$ cat src/rtl/bcg_pkg.sv
package bcg_pkg;

    // Levels of the three outputs during one half-period
    typedef struct packed {
        logic a;
        logic b;
        logic c;
    } lvl_t;

    localparam lvl_t LVL_IDLE = '{a: 1'b1, b: 1'b0, c: 1'b0};

    // Setting select codes
    typedef enum logic [1:0] {
        SEL_HALF  = 2'd0,
        SEL_FRAC  = 2'd1,
        SEL_COUNT = 2'd2,
        SEL_MARK  = 2'd3
    } sel_e;

    // Even slots are the pulse phase (a low, b high); odd slots rest
    function automatic lvl_t slot_level(input logic odd, input logic hit);
        lvl_t l;
        l.a = odd;
        l.b = ~odd;
        l.c = hit;
        return l;
    endfunction

endpackage

$ cat src/rtl/bcg_cfg.sv
module bcg_cfg
    import bcg_pkg::*;
#(
    parameter int CNT_W    = 16,
    parameter int FRAC_W   = 8,
    parameter int NUM_W    = 4,
    parameter int IDX_W    = NUM_W + 1,
    parameter int DEF_HALF = 12,
    parameter int DEF_FRAC = 231,
    parameter int DEF_NUM  = 4,
    parameter int DEF_MARK = 6
) (
    input  logic              clk,
    input  logic              rst,
    input  logic              we,
    input  logic [1:0]        sel,
    input  logic [CNT_W-1:0]  wdata,
    input  logic              go,
    input  logic              busy,
    output logic [CNT_W-1:0]  half_o,
    output logic [FRAC_W-1:0] frac_o,
    output logic [NUM_W-1:0]  num_o,
    output logic [IDX_W-1:0]  mark_o
);

    // Holding registers (software-visible) and per-burst active copies
    logic [CNT_W-1:0]  sh_half, act_half, sh_half_c;
    logic [FRAC_W-1:0] sh_frac, act_frac;
    logic [NUM_W-1:0]  sh_num,  act_num,  sh_num_c;
    logic [IDX_W-1:0]  sh_mark, act_mark;

    assign sh_half_c = (sh_half == '0) ? CNT_W'(1) : sh_half;
    assign sh_num_c  = (sh_num  == '0) ? NUM_W'(1) : sh_num;

    always_ff @(posedge clk) begin
        if (rst) begin
            sh_half <= CNT_W'(DEF_HALF);
            sh_frac <= FRAC_W'(DEF_FRAC);
            sh_num  <= NUM_W'(DEF_NUM);
            sh_mark <= IDX_W'(DEF_MARK);
        end else if (we) begin
            case (sel_e'(sel))
                SEL_HALF:  sh_half <= wdata;
                SEL_FRAC:  sh_frac <= wdata[FRAC_W-1:0];
                SEL_COUNT: sh_num  <= wdata[NUM_W-1:0];
                default:   sh_mark <= wdata[IDX_W-1:0];
            endcase
        end
    end

    always_ff @(posedge clk) begin
        if (rst) begin
            act_half <= CNT_W'(1);
            act_frac <= '0;
            act_num  <= NUM_W'(1);
            act_mark <= '0;
        end else if (go) begin
            act_half <= sh_half_c;
            act_frac <= sh_frac;
            act_num  <= sh_num_c;
            act_mark <= sh_mark;
        end
    end

    // The burst-start edge already sees the freshly latched values
    assign half_o = go ? sh_half_c : act_half;
    assign frac_o = go ? sh_frac   : act_frac;
    assign num_o  = go ? sh_num_c  : act_num;
    assign mark_o = go ? sh_mark   : act_mark;

    // settings seen by the burst stay fixed while it runs
    a_r7_hold_in_burst: assert property (@(posedge clk) disable iff (rst)
        (busy && !go) |=> (!busy || ($stable(half_o) && $stable(frac_o)
                                     && $stable(num_o) && $stable(mark_o))));

endmodule

$ cat src/rtl/bcg_timer.sv
module bcg_timer #(
    parameter int CNT_W  = 16,
    parameter int FRAC_W = 8
) (
    input  logic              clk,
    input  logic              rst,
    input  logic              go,
    input  logic              busy,
    input  logic [CNT_W-1:0]  half,
    input  logic [FRAC_W-1:0] frac,
    output logic              tick
);

    logic [FRAC_W-1:0] acc;
    logic [CNT_W-1:0]  cnt, lim;
    logic [FRAC_W:0]   sum;
    logic              reload;

    // Phase accumulator restarts from zero on each burst start
    assign sum    = {1'b0, (go ? '0 : acc)} + {1'b0, frac};
    assign tick   = busy && (cnt == lim);
    assign reload = go || tick;

    always_ff @(posedge clk) begin
        if (rst) begin
            acc <= '0;
            cnt <= '0;
            lim <= '0;
        end else if (reload) begin
            acc <= sum[FRAC_W-1:0];
            lim <= half - CNT_W'(1) + CNT_W'(sum[FRAC_W]);
            cnt <= '0;
        end else if (busy) begin
            cnt <= cnt + CNT_W'(1);
        end
    end

    // the counter never runs past the half-period limit
    a_r3_cnt_bounded: assert property (@(posedge clk) disable iff (rst)
        busy |-> (cnt <= lim));

    // a tick always restarts the count
    a_r3_tick_restart: assert property (@(posedge clk) disable iff (rst)
        tick |=> (cnt == '0));

endmodule

$ cat src/rtl/bcg_seq.sv
module bcg_seq
    import bcg_pkg::*;
#(
    parameter int NUM_W = 4,
    parameter int IDX_W = NUM_W + 1
) (
    input  logic             clk,
    input  logic             rst,
    input  logic             go,
    input  logic             tick,
    input  logic [NUM_W-1:0] num,
    input  logic [IDX_W-1:0] mark,
    output logic             busy,
    output lvl_t             lvl
);

    logic [IDX_W-1:0] idx, last, nxt;

    assign last = {num, 1'b0} - IDX_W'(1);
    assign nxt  = idx + IDX_W'(1);

    always_ff @(posedge clk) begin
        if (rst) begin
            idx  <= '0;
            busy <= 1'b0;
            lvl  <= LVL_IDLE;
        end else if (go) begin
            idx  <= '0;
            busy <= 1'b1;
            lvl  <= slot_level(1'b0, mark == '0);
        end else if (tick) begin
            if (idx == last) begin
                busy <= 1'b0;
                lvl  <= LVL_IDLE;
            end else begin
                idx <= nxt;
                lvl <= slot_level(nxt[0], mark == nxt);
            end
        end
    end

    // idle levels whenever no burst runs
    a_r5_idle_levels: assert property (@(posedge clk) disable iff (rst)
        !busy |-> (lvl == LVL_IDLE));

    // the two pulse outputs stay complementary during a burst
    a_r2_complement: assert property (@(posedge clk) disable iff (rst)
        busy |-> (lvl.b == !lvl.a));

    // the marker only appears inside a burst
    a_r4_marker_in_burst: assert property (@(posedge clk) disable iff (rst)
        lvl.c |-> busy);

    // a start during a burst does not end it early
    a_r6_no_restart: assert property (@(posedge clk) disable iff (rst)
        (busy && !tick) |=> busy);

endmodule

$ cat src/rtl/burst_clkgen.sv
module burst_clkgen
    import bcg_pkg::*;
#(
    parameter int CNT_W    = 16,
    parameter int FRAC_W   = 8,
    parameter int NUM_W    = 4,
    parameter int DEF_HALF = 12,
    parameter int DEF_FRAC = 231,
    parameter int DEF_NUM  = 4,
    parameter int DEF_MARK = 6
) (
    input  logic             clk,
    input  logic             rst,
    input  logic             cfg_we,
    input  logic [1:0]       cfg_sel,
    input  logic [CNT_W-1:0] cfg_wdata,
    input  logic             start,
    output logic             busy,
    output logic             wave_a,
    output logic             wave_b,
    output logic             wave_c
);

    localparam int IDX_W = NUM_W + 1;

    logic [CNT_W-1:0]  half;
    logic [FRAC_W-1:0] frac;
    logic [NUM_W-1:0]  num;
    logic [IDX_W-1:0]  mark;
    logic              go, tick, busy_i;
    lvl_t              lvl;

    assign go = start && !busy_i;

    bcg_cfg #(
        .CNT_W(CNT_W), .FRAC_W(FRAC_W), .NUM_W(NUM_W), .IDX_W(IDX_W),
        .DEF_HALF(DEF_HALF), .DEF_FRAC(DEF_FRAC),
        .DEF_NUM(DEF_NUM), .DEF_MARK(DEF_MARK)
    ) u_cfg (
        .clk(clk), .rst(rst), .we(cfg_we), .sel(cfg_sel), .wdata(cfg_wdata),
        .go(go), .busy(busy_i),
        .half_o(half), .frac_o(frac), .num_o(num), .mark_o(mark)
    );

    bcg_timer #(.CNT_W(CNT_W), .FRAC_W(FRAC_W)) u_timer (
        .clk(clk), .rst(rst), .go(go), .busy(busy_i),
        .half(half), .frac(frac), .tick(tick)
    );

    bcg_seq #(.NUM_W(NUM_W), .IDX_W(IDX_W)) u_seq (
        .clk(clk), .rst(rst), .go(go), .tick(tick),
        .num(num), .mark(mark), .busy(busy_i), .lvl(lvl)
    );

    assign busy   = busy_i;
    assign wave_a = lvl.a;
    assign wave_b = lvl.b;
    assign wave_c = lvl.c;

    // outputs are idle on the cycle after reset
    a_r1_reset_idle: assert property (@(posedge clk)
        rst |=> (wave_a && !wave_b && !wave_c && !busy));

endmodule

$ cat config.mk
export PLATFORM = sky130hd
export DESIGN_NAME = burst_clkgen
export DESIGN_NICKNAME = d
export VERILOG_FILES = /design/src/rtl/bcg_pkg.sv /design/src/rtl/bcg_cfg.sv /design/src/rtl/bcg_timer.sv /design/src/rtl/bcg_seq.sv /design/src/rtl/burst_clkgen.sv
export SDC_FILE = /design/constraint.sdc
export NUM_CORES = 1
export LEC_CHECK = 0
export ABC_AREA = 1
export BUFFER_PORTS_ARGS = -buffer_cell sky130_fd_sc_hd__buf_2
export CORE_MARGIN = 2
export CORE_UTILIZATION = 45
export DETAILED_ROUTE_END_ITERATION = 10
export PLACE_DENSITY = 0.71
export SLEW_MARGIN = 20
export SYNTH_ARGS = -nofsm -noshare
export SYNTH_HDL_FRONTEND = slang
export SYNTH_SLANG_ARGS = --single-unit
$ cat constraint.sdc
create_clock -name clk -period 6.4 [get_ports clk]
set_input_delay 0.32 -clock clk [delete_from_list [all_inputs] [get_ports clk]]
set_output_delay 0.32 -clock clk [all_outputs]
set_load 0.02 [all_outputs]
**Yosys cells after proc, flatten, opt, wreduce, memory -nomap -nowiden**

Cells that the tools add are included.

- Mux-type cells: 13
- Equal/unequal tests: 5
- Reduce and logical (&&, ||, !) cells: 19
- Bitwise operators: 3
- Add/sub/neg operators: 6

Operators with widths:

| cell | count |
|---|---|
| $mux 16 | 2 |
| $add 16x1->16 | 1 |
| $add 16x1->16 const B | 1 |
| $eq 16x16->1 | 1 |
| $logic_not 16->1 | 1 |
| $mux 8 | 2 |
| $sub 16x1->16 const B | 1 |
| $reduce_and 2->1 | 6 |
| $eq 5x5->1 | 2 |
| $add 8x8->9 | 1 |
| $mux 3 | 3 |
| $mux 4 | 2 |
| $add 5x1->5 const B | 1 |
| $logic_not 5->1 | 1 |
| $mux 5 | 1 |
| $sub 5x1->5 const B | 1 |
| $logic_not 4->1 | 1 |
| $reduce_bool 2->1 | 2 |
| $reduce_or 2->1 | 2 |
| $mux 1 | 3 |
| $not 1->1 | 3 |
| $reduce_or 3->1 | 1 |
| $eq 2x1->1 const B | 1 |
| $eq 2x2->1 const B | 1 |
| other kinds (4) | 5 |

- Register bits after elaboration: 115
- Bits of input ports: 22
- Output and inout bits: 4
- Word-level logic and storage cells: 62

**Longest topological paths before layout**

- Depth in word-level cells: 8
- Mapped depth: 25
- Mapped depth without buffers: 22

**Hierarchy**

From an unflattened synthesis, not the netlist that was laid out.

- Cell total of the unflattened synthesis: 863
- Area, all modules: 5886.9 µm²

Modules (own cells, without submodules):

| module | cells an instance | sequential area each (µm²) | instances | area each (µm²) |
|---|---|---|---|---|
| bcg_timer | 400 | 800.8 | 1 | 2656.3 |
| bcg_cfg | 345 | 1321.3 | 1 | 2507.4 |
| bcg_seq | 116 | 180.2 | 1 | 713.2 |
| burst_clkgen | 2 | 0.0 | 1 | 10.0 |

**Worst setup path before layout**

Ideal clock, no wire load.

- Kind: register to register
- Start: register u_seq.busy
- End: register u_timer.lim[12]
- Slack: 2951 ps
- Period minus slack after synthesis: 3449 ps
- Cell stages (with the launch flop): 25
- Data arrival time: 3332 ps
- Library setup time: 117 ps
- Required time: 6283 ps
- Path buffers: 4
- Cell sequence: dfxtp_1 inv_2 nand2_4 buf_6 buf_12 buf_8 buf_2 nand2_1 o21ai_0 ha_1 fa_1 nand4_1 o211ai_1 nand2_1 nand2_1 a21oi_1 ha_1 ha_1 nand2_2 nor2_2 nand2_1 nand2_1 nand2_1 nor2_1 nor2_1

- Word-level cells in the longest chain between the ends: 5
- Elaborated cells on any way between the ends: 10
- Classes of those cells: add/sub: 3; mux: 3; reduce/logical: 4

RTL lines:

| what | line | RTL |
|---|---|---|
| from (decl) | bcg_seq.sv:13 | `output logic busy,` |
| from (signal assigned) | bcg_seq.sv:25 | `busy <= 1'b0;` |
| from (signal assigned) | bcg_seq.sv:29 | `busy <= 1'b1;` |
| from (signal assigned) | bcg_seq.sv:33 | `busy <= 1'b0;` |
| $logic_not 1->1 | burst_clkgen.sv:33 | `assign go = start && !busy_i;` |
| $logic_and 1x1->1 | burst_clkgen.sv:33 |  |
| $mux 8 | bcg_cfg.sv:67 | `assign frac_o = go ? sh_frac : act_frac;` |
| net frac[0] | burst_clkgen.sv:27 | `logic [FRAC_W-1:0] frac;` |
| $add 8x8->9 | bcg_timer.sv:20 | `assign sum = {1'b0, (go ? '0 : acc)} + {1'b0, frac};` |
| $add 16x1->16 | bcg_timer.sv:31 | `lim <= half - CNT_W'(1) + CNT_W'(sum[FRAC_W]);` |
| to (signal assigned) | bcg_timer.sv:31 |  |
| to (decl) | bcg_timer.sv:15 | `logic [CNT_W-1:0] cnt, lim;` |

The timed path passes the listed nets, and every way through them passes these cells.
A chain may end at the register's enable or synchronous reset.

**Worst setup path in the final report**

Ends and elaborated chain as after synthesis.

==> run_results.csv <==
group,metric,value,unit
timing,setup_violating_endpoint_count_in_the_final_report,0,
clock_tree,tritoncts,"built",
synthesis,yosysWarnings,0,
grt,grt_start_max_net_pins,61,
place,placed_cell_area,6050,um2
synthesis,synth_edf_count,0,
critical_path,cp_data_arrival_time,4180,ps
grt,grt_first_pass_wirelength,22200,um
clock_tree,post-cts-setup-buffers,0,
routing,wl_per_cell,12.4,um
clock_tree,cts.path.max_buffers,2,
routing,finalWirelength,13300,um
pwr,netSwitchingPower,540,uW
synthesis,synth.most_common_cell,"nand2_1",
synthesis,synth_top_cell_area_share,39.2,%
finish,filler_cell_count,1258,
pwr,total_leakage_power,0.00304,uW
synthesis,synthesized_netlist_net_count,901,
routing,antenna_violating_nets_post_route,0,
finish,finish.net_count,920,
timing,slew_violations,0,
status,outcome,"finished, final reports clean",
clock_tree,postCtsHoldBufs,0,
finish,share_of_final_layout_standard_cells_stronger_than_drive_strength_1,10.3,%
timing,finalSetupTns,0,ps
pwr,p_clk_share,48.0,%
die,dieHeight,118,um
clock_tree,cts.repair.resized,0,
timing,max_slew_margin,31.9,%
critical_path,critPathRequiredTime,6710,ps
timing,finClkSkew,6.58,ps
die,core-area,12700,um2
pwr,report.power.total,2070,uW
min_path,min_path_type,"input pin to flip-flop",
routing,drc_violations_left,0,
place,gp_weighted_congestion,0.896,
synthesis,ys.flop_type,"dfxtp_1",
pwr,pwr-share-seq,37.9,%
synthesis,synth_cells,865,
routing,route.detailed.vias_per_inst,4.88,
synthesis,synth_seq_cells,115,
die,die_width,118,um
die,top_level_ports,26,
finish,antenna_cells_inserted,0,
pwr,power_report.internal_total,1530,uW
routing,routed-via-count,5210,
place,detailedPlacementHpwl,9360,um
synthesis,synth_top_cells_by_count,"203 x nand2_1, 131 x nor2_1, 117 x inv_1",
grt,grt_remaining_overflow,0,
synthesis,cell_taking_the_most_area_after_synthesis,"dfxtp_1",
pwr,power_density,310,nW/um2
synthesis,post_synthesis_async_set_or_reset_flop_share,0,%
timing,timing.final.crit_share,60.5,%
critical_path,critical_path_class,"flip-flop to flip-flop",
pwr,peakVddDrop,0.171,mV
synthesis,post_synth.cell_area_avg,6.79,um2
pwr,combPwrFrac,14.2,%
finish,synthToLayoutAreaGrowth,13.6,%
finish,area_of_all_placed_cells_without_fillers,6670,um2
critical_path,worst-path-max-fanout,60,
die,floorplan.initialDensity,46.3,%
die,num_rows,41,
synthesis,yosys.cell_types.count,41,
finish,area_of_the_multi_input_gates,2930,um2
clock_tree,cts_num_sinks,115,
synthesis,mappedNetlistArea,5870,um2
clock_tree,cts_root_buffer,"clkbuf_16",
synthesis,synth-seq-area-share,39.2,%
routing,drt-pass1-iter-count,5,
clock_tree,cts.clk_slew.worst_paths,50,ps
grt,grt_use_total,19.9,%
timing,max_slew.worst_pin.slew,1010,ps
routing,drt-initial-drc-count,377,
timing,grt_setup_unrepaired,"false",
grt,first_global_vias,4565,
critical_path,setup.worst_path.end_class,"flip-flop",
pwr,swShare,26.1,%
place,buffer_ports.inserted,25,
run,maxCapViolCount,0,
timing,max_freq,0.258,GHz
critical_path,start_kind,"flip-flop",
grt,initial_antenna_violation_count,1,
timing,final_hold_viol_count,0,
finish,ff_latch_area,2300,um2
clock_tree,clock_insertion_delay_worst_skew,420,ps
clock_tree,cts_made_buffers,17,
clock_tree,htree_levels,4,
die,die-area,14000,um2
timing,post-route-min-period,3870,ps
synthesis,most_area_consuming_cells_after_synthesis,"dfxtp_1 39%, nand2_1 13%, nor2_1 8.4%",
[per-stage QoR]
stage,worst slack (ps),hold WS (ps),instances,util (%)
after floorplan,2950,424,865,-
after global routing,2080,140,1068,52.6
after detailed placement,2540,443,1037,47.8
after CTS,2540,127,1068,52.6
final,2530,134,1068,52.6
after global placement,2680,439,1037,47.8
[worst max-delay path: stages (launching register included)]
cell,delay [ps]
dfxtp_1,630
inv_2,140
nand2_4,480
o21ai_0,220
ha_1,280
fa_1,420
nand4_1,120
o211ai_1,110
nand2_1,90
nand2_1,50
a21oi_1,130
ha_1,240
ha_1,260
nand2_2,130
nor2_2,160
nand2_1,60
nand2_1,50
nand2_1,50
nor2_1,80
nor2_1,40
[worst paths after layout]
check             cells past startpoint  slack, ps               end      startpoint
hold / removal                        3        130  u_cfg.sh_frac[5]    cfg_wdata[5]
hold reg to reg                       2        450    u_timer.acc[6]  u_timer.acc[6]
setup / recovery                     19       2530   u_timer.lim[12]      u_seq.busy
setup reg to reg                     19       2530   u_timer.lim[12]      u_seq.busy
[per-layer routing]
metal / track usage [%] / up-vias / part of all wire (%)
met3: 4.44 / 23 / 4.7
met1: 26.8 / 2304 / 49
li1: - / 2756 / -
met4: 8.96 / 2 / 1.9
met2: 30.4 / 125 / 44
met5: 0 / - / 0.098
[logic make-up (layout without fill, tap and decap cells)]
group	Yosys count	count (layout)	share of synthesized area, %
xor gates and xnor gates	30	30	4.48
DFF	115	115	39.2
and+or+nand+nor	427	427	30.3
buffers and inverters	150	181	10.8
adders and majority gates	14	14	3.11
AOI/OAI and AO/OA	129	129	12.0
[sequential cells by signal, summed over array words and instances (netlist names)]
name	count
u_cfg.sh_half	16
u_cfg.sh_num	4
u_cfg.act_half	16
u_timer.acc	8
u_timer.lim	16
u_seq.busy	1
u_cfg.act_num	4
u_timer.cnt	16
u_cfg.sh_frac	8
u_cfg.sh_mark	5
u_cfg.act_frac	8
u_seq.lvl	3
u_seq.idx	5
u_cfg.act_mark	5
[cells in the final DEF (no fill, tap or decap), types with 9 or more instances in the layout]
| master | synthesis | routed |
|---|---|---|
| nor3_1 | 9 | 9 |
| xor2_1 | 23 | 23 |
| ha_1 | 13 | 13 |
| clkbuf_16 | 0 | 17 |
| inv_1 | 117 | 117 |
| nand4_1 | 10 | 10 |
| a21oi_1 | 36 | 36 |
| o21ai_0 | 58 | 58 |
| o21ai_1 | 13 | 13 |
| buf_2 | 3 | 25 |
| dfxtp_1 | 115 | 115 |
| nor2_1 | 131 | 131 |
| nand3_1 | 43 | 43 |
| nand2_1 | 203 | 203 |
[power by group through the flow]
stage          sequential, uW  combinational [uW]  clock [uW]
5_1_grt                   788                 338        1040
3_5_place_dp              797                 291           0
6_report                  783                 293         992
3_3_place_gp              796                 288           0
4_1_cts                   783                 294        1000
2_1_floorplan             793                 235           0
[area by class of cell]
class / instances / area share, %
clock buffer: 22 / 6.96
clock inverter: 9 / 2.31
inverter: 123 / 6.92
multi-input combinational: 600 / 44.0
sequential: 115 / 34.5
tap: 172 / 3.23
timing repair buffer: 27 / 2.10
Note: power is estimated with default switching activity, not from simulation.
